### src/rtl/pgr_pkg.sv
package pgr_pkg;
  localparam int CW_W   = 32;
  localparam int CHK_W  = 10;
  localparam logic [CHK_W-1:0] GEN_LOW = 10'h369;  // generator without x^10
  localparam logic [CW_W-1:0] SYNC_CW = 32'h7CD215D8;
  localparam logic [CW_W-1:0] IDLE_CW = 32'h7A89C197;

  localparam int FL_ADR  = 0;
  localparam int FL_MSG  = 1;
  localparam int FL_BEG  = 2;
  localparam int FL_END  = 3;
  localparam int FL_ERR  = 4;
  localparam int FL_SYNC = 5;
  localparam int NSTICKY = 5;
  localparam int NFLAG   = 6;

  typedef enum logic [1:0] {FR_HUNT, FR_LOCK, FR_HALT} fr_st_e;
  typedef enum logic [1:0] {FX_IDLE, FX_CHK, FX_ONE, FX_TWO} fx_st_e;

  // remainder of bits 31..1 times x^10; zero iff a valid BCH word
  function automatic logic [CHK_W-1:0] bch_syn(input logic [CW_W-1:0] w);
    logic [CHK_W-1:0] r;
    logic fb;
    r = '0;
    for (int k = CW_W-1; k >= 1; k--) begin
      fb = r[CHK_W-1] ^ w[k];
      r  = {r[CHK_W-2:0], 1'b0};
      if (fb) r = r ^ GEN_LOW;
    end
    return r;
  endfunction
endpackage

### src/rtl/pgr_bch_fix.sv
module pgr_bch_fix
  import pgr_pkg::*;
(
  input  logic            clk_i,
  input  logic            rst_ni,
  input  logic            load_i,
  input  logic [CW_W-1:0] word_i,
  output logic            done_o,
  output logic            ok_o,
  output logic [CW_W-1:0] cw_o
);
  localparam int POS_W = $clog2(CW_W);
  localparam logic [POS_W-1:0] POS_LAST = POS_W'(CW_W-1);
  localparam logic [POS_W-1:0] POS_PEN  = POS_W'(CW_W-2);

  fx_st_e          st_q;
  logic [CW_W-1:0] w_q, flip, cand, fixed_cw, cw_q;
  logic [POS_W-1:0] i_q, j_q;
  logic            hit, done_q, ok_q;

  always_comb begin
    flip = '0;
    if (st_q == FX_ONE) flip = CW_W'(1) << i_q;
    else if (st_q == FX_TWO) flip = (CW_W'(1) << i_q) | (CW_W'(1) << j_q);
  end

  assign cand     = w_q ^ flip;
  assign hit      = (bch_syn(cand) == '0);
  assign fixed_cw = {cand[CW_W-1:1], ^cand[CW_W-1:1]};

  always_ff @(posedge clk_i or negedge rst_ni) begin
    if (!rst_ni) begin
      st_q   <= FX_IDLE;
      w_q    <= '0;
      i_q    <= '0;
      j_q    <= '0;
      done_q <= 1'b0;
      ok_q   <= 1'b0;
      cw_q   <= '0;
    end else begin
      done_q <= 1'b0;
      case (st_q)
        FX_IDLE: if (load_i) begin
          w_q  <= word_i;
          st_q <= FX_CHK;
        end
        FX_CHK, FX_ONE, FX_TWO: begin
          if (hit) begin
            st_q   <= FX_IDLE;
            done_q <= 1'b1;
            ok_q   <= 1'b1;
            cw_q   <= fixed_cw;
          end else if (st_q == FX_CHK) begin
            st_q <= FX_ONE;
            i_q  <= POS_W'(1);
          end else if (st_q == FX_ONE) begin
            if (i_q == POS_LAST) begin
              st_q <= FX_TWO;
              i_q  <= POS_W'(1);
              j_q  <= POS_W'(2);
            end else begin
              i_q <= i_q + POS_W'(1);
            end
          end else if (j_q == POS_LAST) begin
            if (i_q == POS_PEN) begin
              st_q   <= FX_IDLE;
              done_q <= 1'b1;
              ok_q   <= 1'b0;
              cw_q   <= w_q;
            end else begin
              i_q <= i_q + POS_W'(1);
              j_q <= i_q + POS_W'(2);
            end
          end else begin
            j_q <= j_q + POS_W'(1);
          end
        end
        default: st_q <= FX_IDLE;
      endcase
    end
  end

  assign done_o = done_q;
  assign ok_o   = ok_q;
  assign cw_o   = cw_q;

  AST_LOAD_WHEN_IDLE: assert property (@(posedge clk_i) disable iff (!rst_ni)
    load_i |-> st_q == FX_IDLE);
  AST_OK_IS_CODEWORD: assert property (@(posedge clk_i) disable iff (!rst_ni)
    (done_o && ok_o) |-> (bch_syn(cw_o) == '0 && ^cw_o == 1'b0));
  AST_DONE_PULSE: assert property (@(posedge clk_i) disable iff (!rst_ni)
    done_o |=> !done_o);
endmodule

### src/rtl/pgr_framer.sv
module pgr_framer
  import pgr_pkg::*;
#(
  parameter int FRAMES = 8,
  localparam int SLOTS  = 2 * FRAMES,
  localparam int SLOT_W = $clog2(SLOTS + 1)
) (
  input  logic              clk_i,
  input  logic              rst_ni,
  input  logic              bit_i,
  input  logic              bit_vld_i,
  input  logic              restart_i,
  input  logic              fail_i,
  output logic              load_o,
  output logic [CW_W-1:0]   word_o,
  output logic [SLOT_W-1:0] slot_o,
  output logic              sync_o
);
  localparam int BC_W = $clog2(CW_W);
  localparam logic [BC_W-1:0]   BC_LAST   = BC_W'(CW_W-1);
  localparam logic [SLOT_W-1:0] SLOT_SYNC = SLOT_W'(SLOTS);

  fr_st_e            st_q;
  logic [CW_W-1:0]   sh_q;
  logic [BC_W-1:0]   bc_q;
  logic [SLOT_W-1:0] slot_q;
  logic              word_end;

  assign word_o   = {sh_q[CW_W-2:0], bit_i};
  assign word_end = bit_vld_i && (bc_q == BC_LAST);
  assign load_o   = (st_q == FR_LOCK) && word_end && (slot_q < SLOT_SYNC);
  assign slot_o   = slot_q;
  assign sync_o   = (st_q == FR_LOCK);

  always_ff @(posedge clk_i or negedge rst_ni) begin
    if (!rst_ni) begin
      st_q   <= FR_HUNT;
      sh_q   <= '0;
      bc_q   <= '0;
      slot_q <= '0;
    end else if (fail_i) begin
      st_q <= FR_HALT;
    end else begin
      case (st_q)
        FR_HUNT: if (bit_vld_i) begin
          sh_q <= word_o;
          if (word_o == SYNC_CW) begin
            st_q   <= FR_LOCK;
            bc_q   <= '0;
            slot_q <= '0;
          end
        end
        FR_LOCK: if (bit_vld_i) begin
          sh_q <= word_o;
          bc_q <= bc_q + BC_W'(1);
          if (word_end) begin
            if (slot_q == SLOT_SYNC) begin
              if (word_o == SYNC_CW) slot_q <= '0;
              else                   st_q   <= FR_HUNT;
            end else begin
              slot_q <= slot_q + SLOT_W'(1);
            end
          end
        end
        FR_HALT: if (restart_i) begin
          st_q <= FR_HUNT;
          sh_q <= '0;
        end
        default: st_q <= FR_HUNT;
      endcase
    end
  end

  AST_HALT_HOLDS: assert property (@(posedge clk_i) disable iff (!rst_ni)
    (st_q == FR_HALT && !restart_i) |=> st_q == FR_HALT);
  AST_RESTART_HUNT: assert property (@(posedge clk_i) disable iff (!rst_ni)
    (st_q == FR_HALT && restart_i && !fail_i) |=> st_q == FR_HUNT);
  AST_SLOT_BOUND: assert property (@(posedge clk_i) disable iff (!rst_ni)
    slot_q <= SLOT_SYNC);
endmodule

### src/rtl/pgr_route.sv
module pgr_route
  import pgr_pkg::*;
#(
  parameter int FRAMES = 8,
  localparam int SLOT_W = $clog2(2 * FRAMES + 1),
  localparam int FR_W   = $clog2(FRAMES),
  localparam int INFO_W = 20,
  localparam int FUNC_W = 2
) (
  input  logic                   clk_i,
  input  logic                   rst_ni,
  input  logic                   load_i,
  input  logic [SLOT_W-1:0]      slot_i,
  input  logic                   sync_i,
  input  logic                   done_i,
  input  logic                   ok_i,
  input  logic [CW_W-1:0]        cw_i,
  output logic [CW_W-1:0]        cw_o,
  output logic                   cw_vld_o,
  output logic                   addr_cw_o,
  output logic [FR_W+FUNC_W-1:0] rx_addr_o,
  output logic [INFO_W-1:0]      rx_msg_o,
  output logic                   msg_vld_o,
  output logic [NSTICKY-1:0]     set_o
);
  logic [FR_W-1:0] frame_q;
  logic            act_q, good, bad, is_idle, is_msg, is_adr, take_msg;

  assign good     = done_i && ok_i;
  assign bad      = done_i && !ok_i;
  assign is_idle  = (cw_i == IDLE_CW);
  assign is_msg   = cw_i[CW_W-1];
  assign is_adr   = !cw_i[CW_W-1] && !is_idle;
  assign take_msg = good && is_msg && act_q;

  assign cw_o      = cw_i;
  assign cw_vld_o  = good;
  assign addr_cw_o = good && is_adr;

  always_comb begin
    set_o         = '0;
    set_o[FL_ADR] = good && is_adr;
    set_o[FL_BEG] = good && is_adr && !act_q;
    set_o[FL_MSG] = take_msg;
    set_o[FL_END] = good && is_idle && act_q;
    set_o[FL_ERR] = bad;
  end

  always_ff @(posedge clk_i or negedge rst_ni) begin
    if (!rst_ni) begin
      frame_q   <= '0;
      act_q     <= 1'b0;
      rx_addr_o <= '0;
      rx_msg_o  <= '0;
      msg_vld_o <= 1'b0;
    end else begin
      if (load_i) frame_q <= slot_i[FR_W:1];
      if (!sync_i || bad)            act_q <= 1'b0;
      else if (good && is_adr)       act_q <= 1'b1;
      else if (good && is_idle)      act_q <= 1'b0;
      if (good && is_adr) rx_addr_o <= {frame_q, cw_i[11+FUNC_W-1:11]};
      if (take_msg) rx_msg_o <= cw_i[CW_W-2:CW_W-1-INFO_W];
      if (bad)           msg_vld_o <= 1'b0;
      else if (take_msg) msg_vld_o <= 1'b1;
    end
  end

  AST_BAD_DROPS_VALID: assert property (@(posedge clk_i) disable iff (!rst_ni)
    bad |=> !msg_vld_o);
  AST_MSG_HELD: assert property (@(posedge clk_i) disable iff (!rst_ni)
    !take_msg |=> $stable(rx_msg_o));
endmodule

### src/rtl/pgr_flags.sv
module pgr_flags
  import pgr_pkg::*;
(
  input  logic               clk_i,
  input  logic               rst_ni,
  input  logic [NSTICKY-1:0] set_i,
  input  logic               sync_i,
  input  logic [NFLAG-1:0]   clr_i,
  input  logic [NSTICKY-1:0] en_i,
  output logic [NFLAG-1:0]   flags_o,
  output logic               irq_o
);
  logic [NSTICKY-1:0] fl;

  for (genvar k = 0; k < NSTICKY; k++) begin : g_flag
    logic q;
    always_ff @(posedge clk_i or negedge rst_ni) begin
      if (!rst_ni) q <= 1'b0;
      else         q <= set_i[k] | (q & ~clr_i[k]);  // set wins
    end
    assign fl[k] = q;

    AST_FLAG_STICKY: assert property (@(posedge clk_i) disable iff (!rst_ni)
      (fl[k] && !clr_i[k]) |=> fl[k]);
    AST_FLAG_SEEN: assert property (@(posedge clk_i) disable iff (!rst_ni)
      set_i[k] |=> fl[k]);
  end

  assign flags_o = {sync_i, fl};
  assign irq_o   = |(fl & en_i);
endmodule

### src/rtl/pgr_rx.sv
module pgr_rx
  import pgr_pkg::*;
#(
  parameter int FRAMES = 8
) (
  input  logic         clk_i,
  input  logic         rst_ni,
  input  logic         bit_i,
  input  logic         bit_vld_i,
  input  logic         restart_i,
  input  logic [5:0]   flag_clr_i,
  input  logic [4:0]   irq_en_i,
  output logic [31:0]  cw_o,
  output logic         cw_vld_o,
  output logic         addr_cw_o,
  output logic [4:0]   rx_addr_o,
  output logic [19:0]  rx_msg_o,
  output logic         msg_vld_o,
  output logic [5:0]   flags_o,
  output logic         irq_o
);
  localparam int SLOT_W = $clog2(2 * FRAMES + 1);

  logic              load, sync, done, ok;
  logic [CW_W-1:0]   word, fix_cw;
  logic [SLOT_W-1:0] slot;
  logic [NSTICKY-1:0] set;

  pgr_framer #(.FRAMES(FRAMES)) u_framer (
    .clk_i, .rst_ni, .bit_i, .bit_vld_i, .restart_i,
    .fail_i (done && !ok),
    .load_o (load),
    .word_o (word),
    .slot_o (slot),
    .sync_o (sync)
  );

  pgr_bch_fix u_fix (
    .clk_i, .rst_ni,
    .load_i (load),
    .word_i (word),
    .done_o (done),
    .ok_o   (ok),
    .cw_o   (fix_cw)
  );

  pgr_route #(.FRAMES(FRAMES)) u_route (
    .clk_i, .rst_ni,
    .load_i  (load),
    .slot_i  (slot),
    .sync_i  (sync),
    .done_i  (done),
    .ok_i    (ok),
    .cw_i    (fix_cw),
    .cw_o, .cw_vld_o, .addr_cw_o, .rx_addr_o, .rx_msg_o, .msg_vld_o,
    .set_o   (set)
  );

  pgr_flags u_flags (
    .clk_i, .rst_ni,
    .set_i   (set),
    .sync_i  (sync),
    .clr_i   (flag_clr_i),
    .en_i    (irq_en_i),
    .flags_o,
    .irq_o
  );

  AST_IRQ_NEEDS_FLAG: assert property (@(posedge clk_i) disable iff (!rst_ni)
    irq_o |-> (|flags_o[4:0]));
  AST_ERR_DROPS_SYNC: assert property (@(posedge clk_i) disable iff (!rst_ni)
    (done && !ok) |=> !flags_o[FL_SYNC]);
endmodule

### config.mk
export PLATFORM = sky130hd
export DESIGN_NAME = pgr_rx
export DESIGN_NICKNAME = d
export VERILOG_FILES = /design/src/rtl/pgr_pkg.sv /design/src/rtl/pgr_bch_fix.sv /design/src/rtl/pgr_framer.sv /design/src/rtl/pgr_route.sv /design/src/rtl/pgr_flags.sv /design/src/rtl/pgr_rx.sv
export SDC_FILE = /design/constraint.sdc
export NUM_CORES = 1
export LEC_CHECK = 0
export ABC_CLOCK_PERIOD_IN_PS = 5710
export CAP_MARGIN = 40
export CORE_ASPECT_RATIO = 0.7
export CORE_MARGIN = 8
export CORE_UTILIZATION = 40
export DETAILED_ROUTE_END_ITERATION = 10
export DONT_BUFFER_PORTS = 1
export PLACE_DENSITY = 0.53
export SLEW_MARGIN = 0
export SYNTH_ARGS = -nofsm -noshare
export SYNTH_HDL_FRONTEND = slang
export SYNTH_SLANG_ARGS = --single-unit
### constraint.sdc
create_clock -name clk_i -period 5.71 [get_ports clk_i]
set_clock_uncertainty 0.2 [all_clocks]
set_input_delay 0.571 -clock clk_i [delete_from_list [all_inputs] [get_ports clk_i]]
set_output_delay 0.571 -clock clk_i [all_outputs]
set_load 0.1 [all_outputs]
Yosys cells after proc, flatten, opt, wreduce, memory -nomap -nowiden
Index checks and enable logic that the tools add are counted.
- reductions and logical operators: 41
- add/subtract/negate cells: 5
- equality and inequality tests: 34
- shift operators: 2
- muxes and demuxes: 93
- order comparisons: 1
- bitwise logic cells: 81
- operators with widths (kind ; number):
    10-bit two-way mux ; 31
    32-bit two-way mux ; 7
    6-bit inverter ; 30
    5-bit two-way mux ; 17
    32-bit by 31-bit == test with 1-bit output, second input constant ; 2
    1-bit by 5-bit << shifter with 32-bit output, first input constant ; 2
    31-bit two-way mux ; 2
    31-bit case mux with 2 select lines ; 1
    32-bit OR ; 1
    32-bit XOR ; 1
    31-bit parity ; 1
    2-bit two-way mux ; 15
    1-bit XOR ; 30
    5-bit == test, second input constant ; 5
    5-bit by 1-bit adder with 5-bit output, second input constant ; 4
    5-bit case mux with 2 select lines ; 2
    5-bit AND reduction ; 4
    1-bit two-way mux ; 16
    1-bit logical AND ; 12
    2-bit != test, second input constant ; 6
    3-bit != test, second input constant ; 4
    4-bit AND reduction ; 3
    10-bit logical NOT ; 1
    5-bit by 1-bit != test with 1-bit output, second input constant ; 2
    other kinds (24) ; 58
- output and inout bits: 67
- bits in registers: 156
- logic and storage cells: 278

Longest topological paths before layout
Gate-level depths: netlist of the first run.
- depth in word-level cells: 69
- mapped depth: 20

Cells and area by module
From an unflattened synthesis of the first run, not the netlist that was laid out.
- cell total of the unflattened synthesis: 871
- area, all modules: 9806.9 µm²
- by module, submodules not included (module ; times used ; area each (µm²) ; cells each ; seq. area each (µm²)):
    pgr_bch_fix ; 1 ; 6039.5 ; 555 ; 1951.9
    pgr_framer ; 1 ; 1974.4 ; 168 ; 1076.0
    pgr_route ; 1 ; 1531.5 ; 123 ; 750.7
    pgr_flags ; 1 ; 247.7 ; 24 ; 125.1
    pgr_rx ; 1 ; 13.8 ; 1 ; 0.0

Worst setup path before layout of the first run
OpenSTA, ideal clock, no wires.
- path type: reg2reg
- start: register u_fix.i_q[2]
- end: register u_fix.j_q[2]
- period minus slack after synthesis: 4.816 ns
- cell stages (with the launch flop): 19
- arrival time: 4.491 ns
- slack: 0.894 ns
- library setup time: 0.125 ns
- path through: dfrtp_1 > buf_2 > inv_2 > ha_1 > nand3_1 > a21oi_1 > xnor2_2 > xnor3_1 > xor3_2 > xnor2_2 > xnor3_1 > xnor2_2 > nor3_1 > and4b_1 > nor3_2 > buf_6 > or3_1 > buf_4 > mux2_4
- longest elaborated chain between the ends: 69
- elaborated cells between the ends (all ways): 107
- RTL lines (what ; RTL line ; RTL):
    from (decl) ; pgr_bch_fix.sv:18 ; logic [POS_W-1:0] i_q, j_q;
    from (signal assigned) ; pgr_bch_fix.sv:62 ; i_q <= i_q + POS_W'(1);
    from (signal assigned) ; pgr_bch_fix.sv:71 ; i_q <= i_q + POS_W'(1);
    1-bit by 5-bit << shifter with 32-bit output ; pgr_bch_fix.sv:23, pgr_bch_fix.sv:24 ;
    32-bit OR ; pgr_bch_fix.sv:24 ; else if (st_q == FX_TWO) flip = (CW_W'(1) << i_q) | (CW_W'(1) << j_q);
    32-bit two-way mux ; pgr_bch_fix.sv:24 ;
    32-bit two-way mux ; pgr_bch_fix.sv:23 ; if (st_q == FX_ONE) flip = CW_W'(1) << i_q;
    32-bit XOR ; pgr_bch_fix.sv:27 ; assign cand = w_q ^ flip;
    10-bit two-way mux ; pgr_pkg.sv:28 ; if (fb) r = r ^ GEN_LOW;
    1-bit XOR / 6-bit inverter (equally long branches) ; n/a ;
    10-bit two-way mux ; pgr_pkg.sv:28 ;
    [53 not listed] ; n/a ;
    10-bit two-way mux ; pgr_pkg.sv:28 ;
    1-bit XOR / 6-bit inverter (equally long branches) ; n/a ;
    10-bit two-way mux ; pgr_pkg.sv:28 ;
    1-bit XOR / 6-bit inverter (equally long branches) ; n/a ;
    10-bit two-way mux ; pgr_pkg.sv:28 ;
    10-bit logical NOT ; pgr_bch_fix.sv:28 ; assign hit = (bch_syn(cand) == '0);
    1-bit inverter (no line) ; n/a ;
    5-bit AND reduction (no line) ; n/a ;
    to (signal assigned) ; pgr_bch_fix.sv:72 ; j_q <= i_q + POS_W'(2);
    to (signal assigned) ; pgr_bch_fix.sv:75 ; j_q <= j_q + POS_W'(1);
    to (decl) ; pgr_bch_fix.sv:18 ;
Several ways; a longest one is shown, not always the timed one. The select of a mux whose other input is x is not followed.
A chain may end at the register's enable or synchronous reset.

Worst setup path after layout of the first run
- start: register u_fix.st_q[0]
- end: register u_fix.cw_q[27] (netlist: u_fix.cw_o[27])
- longest elaborated chain between the ends: 68
- elaborated cells between the ends (all ways): 105
- RTL lines (what ; RTL line ; RTL):
    from (decl) ; pgr_bch_fix.sv:16 ; fx_st_e st_q;
    from (signal assigned) ; pgr_bch_fix.sv:33 ; st_q <= FX_IDLE;
    from (signal assigned) ; pgr_bch_fix.sv:45 ; st_q <= FX_CHK;
    from (signal assigned) ; pgr_bch_fix.sv:49 ; st_q <= FX_IDLE;
    2-bit == test ; pgr_bch_fix.sv:24, pgr_bch_fix.sv:42 ;
    32-bit two-way mux ; pgr_bch_fix.sv:24 ;
    32-bit two-way mux ; pgr_bch_fix.sv:23 ;
    32-bit XOR ; pgr_bch_fix.sv:27 ;
    10-bit two-way mux ; pgr_pkg.sv:28 ;
    1-bit XOR / 6-bit inverter (equally long branches) ; n/a ;
    10-bit two-way mux ; pgr_pkg.sv:28 ;
    1-bit XOR / 6-bit inverter (equally long branches) ; n/a ;
    [52 not listed] ; n/a ;
    10-bit two-way mux ; pgr_pkg.sv:28 ;
    1-bit XOR / 6-bit inverter (equally long branches) ; n/a ;
    10-bit two-way mux ; pgr_pkg.sv:28 ;
    1-bit XOR / 6-bit inverter (equally long branches) ; n/a ;
    10-bit two-way mux ; pgr_pkg.sv:28 ;
    10-bit logical NOT ; pgr_bch_fix.sv:28 ;
    2-bit by 1-bit != test with 1-bit output (no line) / 2-bit nonzero test (equally long branches) ; n/a ;
    5-bit AND reduction (no line) ; n/a ;
    to (signal assigned) ; pgr_bch_fix.sv:52 ; cw_q <= fixed_cw;
    to (signal assigned) ; pgr_bch_fix.sv:69 ; cw_q <= w_q;
    to (decl) ; pgr_bch_fix.sv:17 ; logic [CW_W-1:0] w_q, flip, cand, fixed_cw, cw_q;
Several ways; a longest one is shown, not always the timed one.

==> flow_summary.yaml, run 1 <==
synth:
  yosysSeqAreaShare_pct: 41.0
  synthArstFlopShare_pct: 100
  avgSynthCellArea_sq_um: 10.9
  synth_area_leaders: "dfrtp_1, xnor2_1, mux2_2, xnor3_1, ha_1"
  synth_seq_cells: 156
  synth_area_sq_um: 9520
  synth_commonest_cells: "dfrtp_1, xnor2_1, inv_1, nand2_1"
  ys.flop_type: "dfrtp_1"
  synthCells: 870
  synth_edf_count: 0
  ys_types: 84
  yosys_warnings: 0
  mappedNetlistNets: 911
  yosys.area.top_type: "dfrtp_1"
  yosysMostFrequentCell: "dfrtp_1"
  synth_top_area_share_pct: 41.0
grt:
  busiest_layer: "met1"
  met2_usage_pct: 28.1
  grt_pass1_vias: 7165
  grt_pass1_wl_microns: 45100
  met3_usage_pct: 5.47
  grt_max_degree: 157
  track_usage_pct: 20.0
  antenna_found_initial: 0
  grt_overflow: 0
  use_met1_pct: 30.3
route:
  viasPerCell: 5.53
  wl_per_cell_microns: 22.5
  route.detailed.drc: 0
  dr.first_iter.drc_count: 622
  totalWireLength_microns: 28900
  ant_nets: 0
  drtPass1Iterations: 6
  vias: 7113
timing:
  fin_crit_sh_pct: 94.5
  finalHoldViolCount: 0
  finalCriticalPeriod_ps: 5400
  setup_violations: 0
  grt_setup_unrepaired: "false"
  setup_tns_ps: 0
  relSlewSlack_pct: 38.5
  fmax_mhz: 185
  tightest_slew_ps: 922
  slew_violations: 0
layout:
  diodes: 0
  seqCellArea_sq_um: 3900
  fillers: 2029
  fin_nets: 1001
  fin_cells: 1287
  multi_input_area_sq_um: 5100
  stdcell_area_sq_um: 12400
  drive_above_1_share_pct: 25.2
  area_growth_pct: 30.1
floorplanning:
  fp.dieH_microns: 145
  core-area_sq_um: 23500
  rows: 47
  dieArea_sq_um: 29100
  pin_count: 83
  start_util_pct: 40.5
  die_x_microns: 200
place:
  io_buffers: 0
  dp_hpwl_microns: 21800
  finalWeightedCongestion: 0.911
  dp.cells: 1252
  dpl_cell_area_sq_um: 11600
pwr:
  finalPower_mw: 2.37
  leakagePower_nw: 5.40
  p_per_area_nw_per_um2: 192
  vdd_drop_max_mv: 0.197
min_path:
  min_path_cells: 1
  hold_end: "u_flags.g_flag[2].q$_DFF_PN0_"
  hp-start: "flag_clr_i[2]"
  hp-class: "primary input to flip-flop"
setup_path:
  crit_fanout: 22
  cp-start-kind: "flip-flop"
  cp_data_arrival_time_ps: 5480
  crit_type: "flip-flop to flip-flop"
  r2r_end: "u_fix.cw_o[27]$_DFFE_PN0P_"
  rr_startpoint: "u_fix.st_q[0]$_DFFE_PN0P_"
  crit_path_end_kind: "flip-flop"
  worst-r2r-setup-slack_ps: 310
  required_ps: 5790
  reg2regPathDepth: 18
clocking:
  cts.path.max_buffers: 2
  clkSinkCount: 156
  cts_made_buffers: 17
  postCtsSetupBuffers: 0
  clock_latency_ps: 430
  clkTransAtPathRegs_ps: 60
  cts_tree: "built"
  root_buffer: "clkbuf_16"
  ctsHtreeMaxLevel: 4
outcome:
  status: "finished clean"
flow_run:
  drv_cap: 0
[stage by stage]
stage | utilization, % | worst slack [ps] | hold WS, ps
2_1_floorplan | - | 894 | 75.4
3_3_place_gp | 42.8 | 250 | 86.6
3_5_place_dp | 49.5 | 144 | 84.8
4_1_cts | 52.0 | 12.1 | 27.4
5_1_grt | 52.7 | 27.1 | 50.3
6_report | 52.7 | 313 | 54.2
[critical path, stage by stage (launching register included)]
cell and delay (ps):
dfrtp_1 410, inv_1 120, ha_2 280, buf_4 200
o211a_1 250, a2bb2o_4 240, xor2_2 190, xnor2_1 340
xor3_2 470, xnor2_2 290, xnor3_1 540, xnor2_2 200
nand4bb_1 120, and4b_1 250, nor3_4 310, buf_4 190
nor2_2 30, buf_4 230, a222oi_1 370
[registers in the layout, summed over array words and instances (netlist names)]
register / count
u_fix.cw_o: 32
u_fix.done_o: 1
u_fix.i_q: 5
u_fix.j_q: 5
u_fix.ok_o: 1
u_fix.st_q: 2
u_fix.w_q: 32
u_flags.g_flag.q: 5
u_framer.bc_q: 5
u_framer.sh_q: 31
u_framer.slot_o: 5
u_framer.st_q: 2
u_route.act_q: 1
u_route.frame_q: 3
u_route.msg_vld_o: 1
u_route.rx_addr_o: 5
u_route.rx_msg_o: 20
[report_power, final]
group          total (mW)  switching (mW)  leakage [nW]  internal, mW
Clock                1.12           0.451         0.270         0.670
Combinational      0.0760          0.0397          2.97        0.0363
Sequential           1.18          0.0385          2.15          1.14
Total                2.37           0.529          5.40          1.84
[worst max-delay path by stage]
stage | start | endpoint
after CTS | u_fix.st_q[0]$_DFFE_PN0P_ | u_fix.cw_o[27]$_DFFE_PN0P_
after detailed placement | u_fix.st_q[0]$_DFFE_PN0P_ | u_fix.cw_o[16]$_DFFE_PN0P_
after global placement | u_fix.st_q[1]$_DFFE_PN0P_ | u_fix.cw_o[4]$_DFFE_PN0P_
final | u_fix.st_q[0]$_DFFE_PN0P_ | u_fix.cw_o[27]$_DFFE_PN0P_
after floorplan | u_fix.i_q[2]$_DFFE_PN0P_ | u_fix.j_q[2]$_DFFE_PN0P_
after global routing | u_fix.st_q[0]$_DFFE_PN0P_ | u_fix.cw_o[27]$_DFFE_PN0P_
[final cells by class]
| class | instances | area share [%] |
|---|---|---|
| well taps | 318 | 3.21 |
| inverters | 70 | 2.12 |
| repair buffers | 121 | 17.5 |
| clock inverters | 6 | 0.717 |
| clock buffers | 22 | 3.83 |
| multi-input cells | 594 | 41.2 |
| flip-flops and latches | 156 | 31.5 |
[cell families after synthesis]
group / count (synthesis) / share of synthesized area, %
buf+inv: 120 / 5.69
flops: 156 / 41.0
mux: 49 / 5.80
simple gates: 210 / 12.6
compound gates: 176 / 15.3
fa+ha+maj: 25 / 3.29
xor+xnor: 134 / 16.3
[cells in the final DEF, fill, tap and decap left out, drive strengths merged, types with 4 or more instances in the layout]
cell type / netlist / routed
a211oi: 4 / 4
a21oi: 17 / 17
a221oi: 9 / 9
a222oi: 14 / 14
a22o: 34 / 34
a22oi: 12 / 12
a32oi: 4 / 4
buf: 33 / 120
clkbuf: 17 / 22
dfrtp: 156 / 156
ha: 25 / 25
inv: 70 / 71
mux2: 43 / 43
mux2i: 6 / 6
nand2: 55 / 55
nand2b: 14 / 14
nand3: 10 / 10
nand4: 9 / 9
nand4b: 7 / 7
nand4bb: 4 / 4
nor2: 40 / 40
nor2b: 12 / 12
nor3: 18 / 18
nor3b: 4 / 4
nor4: 8 / 8
nor4bb: 5 / 5
o21ai: 41 / 41
o221a: 10 / 10
o22ai: 5 / 5
o32ai: 7 / 7
o41ai: 5 / 5
xnor2: 95 / 95
xnor3: 15 / 15
xor2: 22 / 22
[layer usage]
metal  up-vias  wire length, microns
met3        13                  2340
li1       3288                     -
met4         0                   177
met1      3548                 14300
met5         -                     0
met2       264                 12000
[what timing repair did]
action / 4_1_cts / 5_1_grt
hold buffers: 2 / 0
gates resized for setup: 0 / 4
endpoints found under the hold margin: 156 / 0
endpoints found under the setup margin: 0 / 37
No activity file was read; power rests on OpenSTA's default activity.
==> inputs of run 2 (changes only) <==
Settings changed: ABC_AREA from default to 1.
==> flow_summary.yaml, run 2 <==
outcome:
  status: "complete, but fails checks"
  violations: "negative setup slack"
setup_path:
  cp-start-kind: "flip-flop"
  path_depth: 58
  critPathBufInv: 11
  crit_type: "flip-flop to flip-flop"
  crit_top_cell: "nand2_4"
  cp-startpoint: "u_fix.j_q[0]$_DFFE_PN0P_"
  slowest_stage: "dfrtp_2"
  required_ps: 5820
  crit_fanout: 10
  rr_startpoint: "u_fix.j_q[0]$_DFFE_PN0P_"
  reg2regPathDepth: 58
  cp_data_arrival_time_ps: 6470
  crit_path_end_kind: "flip-flop"
  max_stage_delay_ps: 460
  cp_top_family: "simple AND/OR/NAND/NOR gates"
synth:
  ys_types: 57
  yosysSeqAreaShare_pct: 35.7
  synth_seq_cells: 156
  synth_area_sq_um: 10900
  avgSynthCellArea_sq_um: 7.78
  synthCells: 1405
  yosys_warnings: 0
  ys.flop_type: "dfrtp_1"
  synth_commonest_cells: "nand2_1, dfrtp_1, inv_1, nand3_1, nand2_2"
  synthArstFlopShare_pct: 100
  mappedNetlistNets: 1446
  synth_area_leaders: "dfrtp_1, nand2_1, nand3_1, nand2_2, xor2_1"
  synth_top_area_share_pct: 35.7
  yosys.area.top_type: "dfrtp_1"
  synth_edf_count: 0
  yosysMostFrequentCell: "nand2_1"
route:
  wl_per_cell_microns: 17.7
  route.detailed.drc: 0
  drtPass1Iterations: 5
  viasPerCell: 5.14
  ant_nets: 0
  vias: 10358
  totalWireLength_microns: 35700
  dr.first_iter.drc_count: 788
timing:
  fin_crit_sh_pct: 111
  fmax_mhz: 157
  setup_tns_ps: -25990
  setup_violations: 46
  grt_setup_unrepaired: "true"
  finalCriticalPeriod_ps: 6360
  relSlewSlack_pct: 37.6
  setup_ws_ps: -653
  tightest_slew_ps: 936
  slew_violations: 0
  finalHoldViolCount: 0
clocking:
  root_buffer: "clkbuf_16"
  cts.path.max_buffers: 2
  clock_latency_ps: 430
  clkSinkCount: 156
  cts_tree: "built"
  clkTransAtPathRegs_ps: 70
  ctsHtreeMaxLevel: 4
  cts_made_buffers: 17
floorplanning:
  start_util_pct: 40.8
  dieArea_sq_um: 33000
  pin_count: 83
  core-area_sq_um: 26800
  rows: 50
  die_x_microns: 214
  fp.dieH_microns: 154
place:
  finalWeightedCongestion: 0.878
  dp_hpwl_microns: 26000
  io_buffers: 0
min_path:
  hp-class: "primary input to flip-flop"
  hp-start: "flag_clr_i[1]"
  min_path_cells: 1
grt:
  grt_pass1_wl_microns: 54300
  track_usage_pct: 20.9
  grt_overflow: 0
  antenna_found_initial: 0
  grt_max_degree: 157
  grt_pass1_vias: 9921
layout:
  mostFrequentLayoutCell: "nand2_1"
  final_cell_mix: "nand2_1, buf_4, dfrtp_1"
  area_growth_pct: 51.3
  fin_nets: 1682
  diodes: 0
  drive_above_1_share_pct: 38.9
flow_run:
  drv_cap: 0
## run 2: cell types whose count changed after synthesis, moves of 58 or more
cell and change:
xnor2_1 -58, nand3_1 +102, inv_1 +68, nand2_1 +321
nand2_2 +83
## run 2: cell families (layout without fill, tap and decap cells)
logic type      count (synthesis)  after routing  synth area share, %
simple gates                  731            732                 34.6
buf+inv                       219            465                 9.25
compound gates                187            187                 9.88
flops                         156            156                 35.7
xor+xnor                       87             87                 7.69
fa+ha+maj                      25             25                 2.86
## run 2: path summary, 6_finish.rpt
check | end | slack [ps]
setup reg to reg | u_fix.cw_o[19]$_DFFE_PN0P_ | -650
min in group asynchronous | u_fix.j_q[2]$_DFFE_PN0P_ | 520
setup / recovery | u_fix.cw_o[19]$_DFFE_PN0P_ | -650
max in group asynchronous | u_fix.w_q[26]$_DFFE_PN0P_ | 4000
hold reg to reg | u_framer.bc_q[4]$_DFFE_PN0P_ | 290
hold / removal | u_flags.g_flag[1].q$_DFF_PN0_ | 40
## run 2: cell type report
| cell class | instances | area, sq um |
|---|---|---|
| fill | 2254 | 10200 |
| sequential | 156 | 3910 |
| timing repair buffer | 269 | 3640 |
| clock inverter | 11 | 144 |
| inverter | 166 | 679 |
| tap | 364 | 455 |
| multi-input combinational | 1031 | 7270 |
| clock buffer | 19 | 443 |
## run 2: timing repair
action                                 in CTS  in global routing
cloned                                      5                  4
hold buffers                                2                  0
gates resized for setup                    78                183
buffers inserted                           12                 27
pin swaps                                  19                 45
endpoints found under the hold margin     156                  0
setup endpoints to repair                  46                 46
## run 2: through the flow
step                setup slack [ps]  utilization (%)  std cells  instance area, sq um  hold WS, ps
floorplan                       15.0                -       1405                 11000         75.4
global placement                -534             46.5       1874                 12500         88.8
detailed placement              -641             52.9       1937                 14200         88.1
CTS                             -557             57.3       1986                 15400         26.1
global route                   -1060             61.8       2016                 16500         25.7
finish                          -653             61.8       2016                 16500         41.9
## run 2: routing by layer
layer  track usage [%]  vias up  wire length (microns)
met1              29.6     5037                  16700
met5                 0        -                      0
met3              4.06       31                   1750
li1                  -     5032                      -
met4              4.49        0                    437
met2              32.5      258                  16800
Power of run 2 is left out: the tool's default activity adds up to more than one toggle a clock period on the data nets, which glitch-free logic cannot reach.
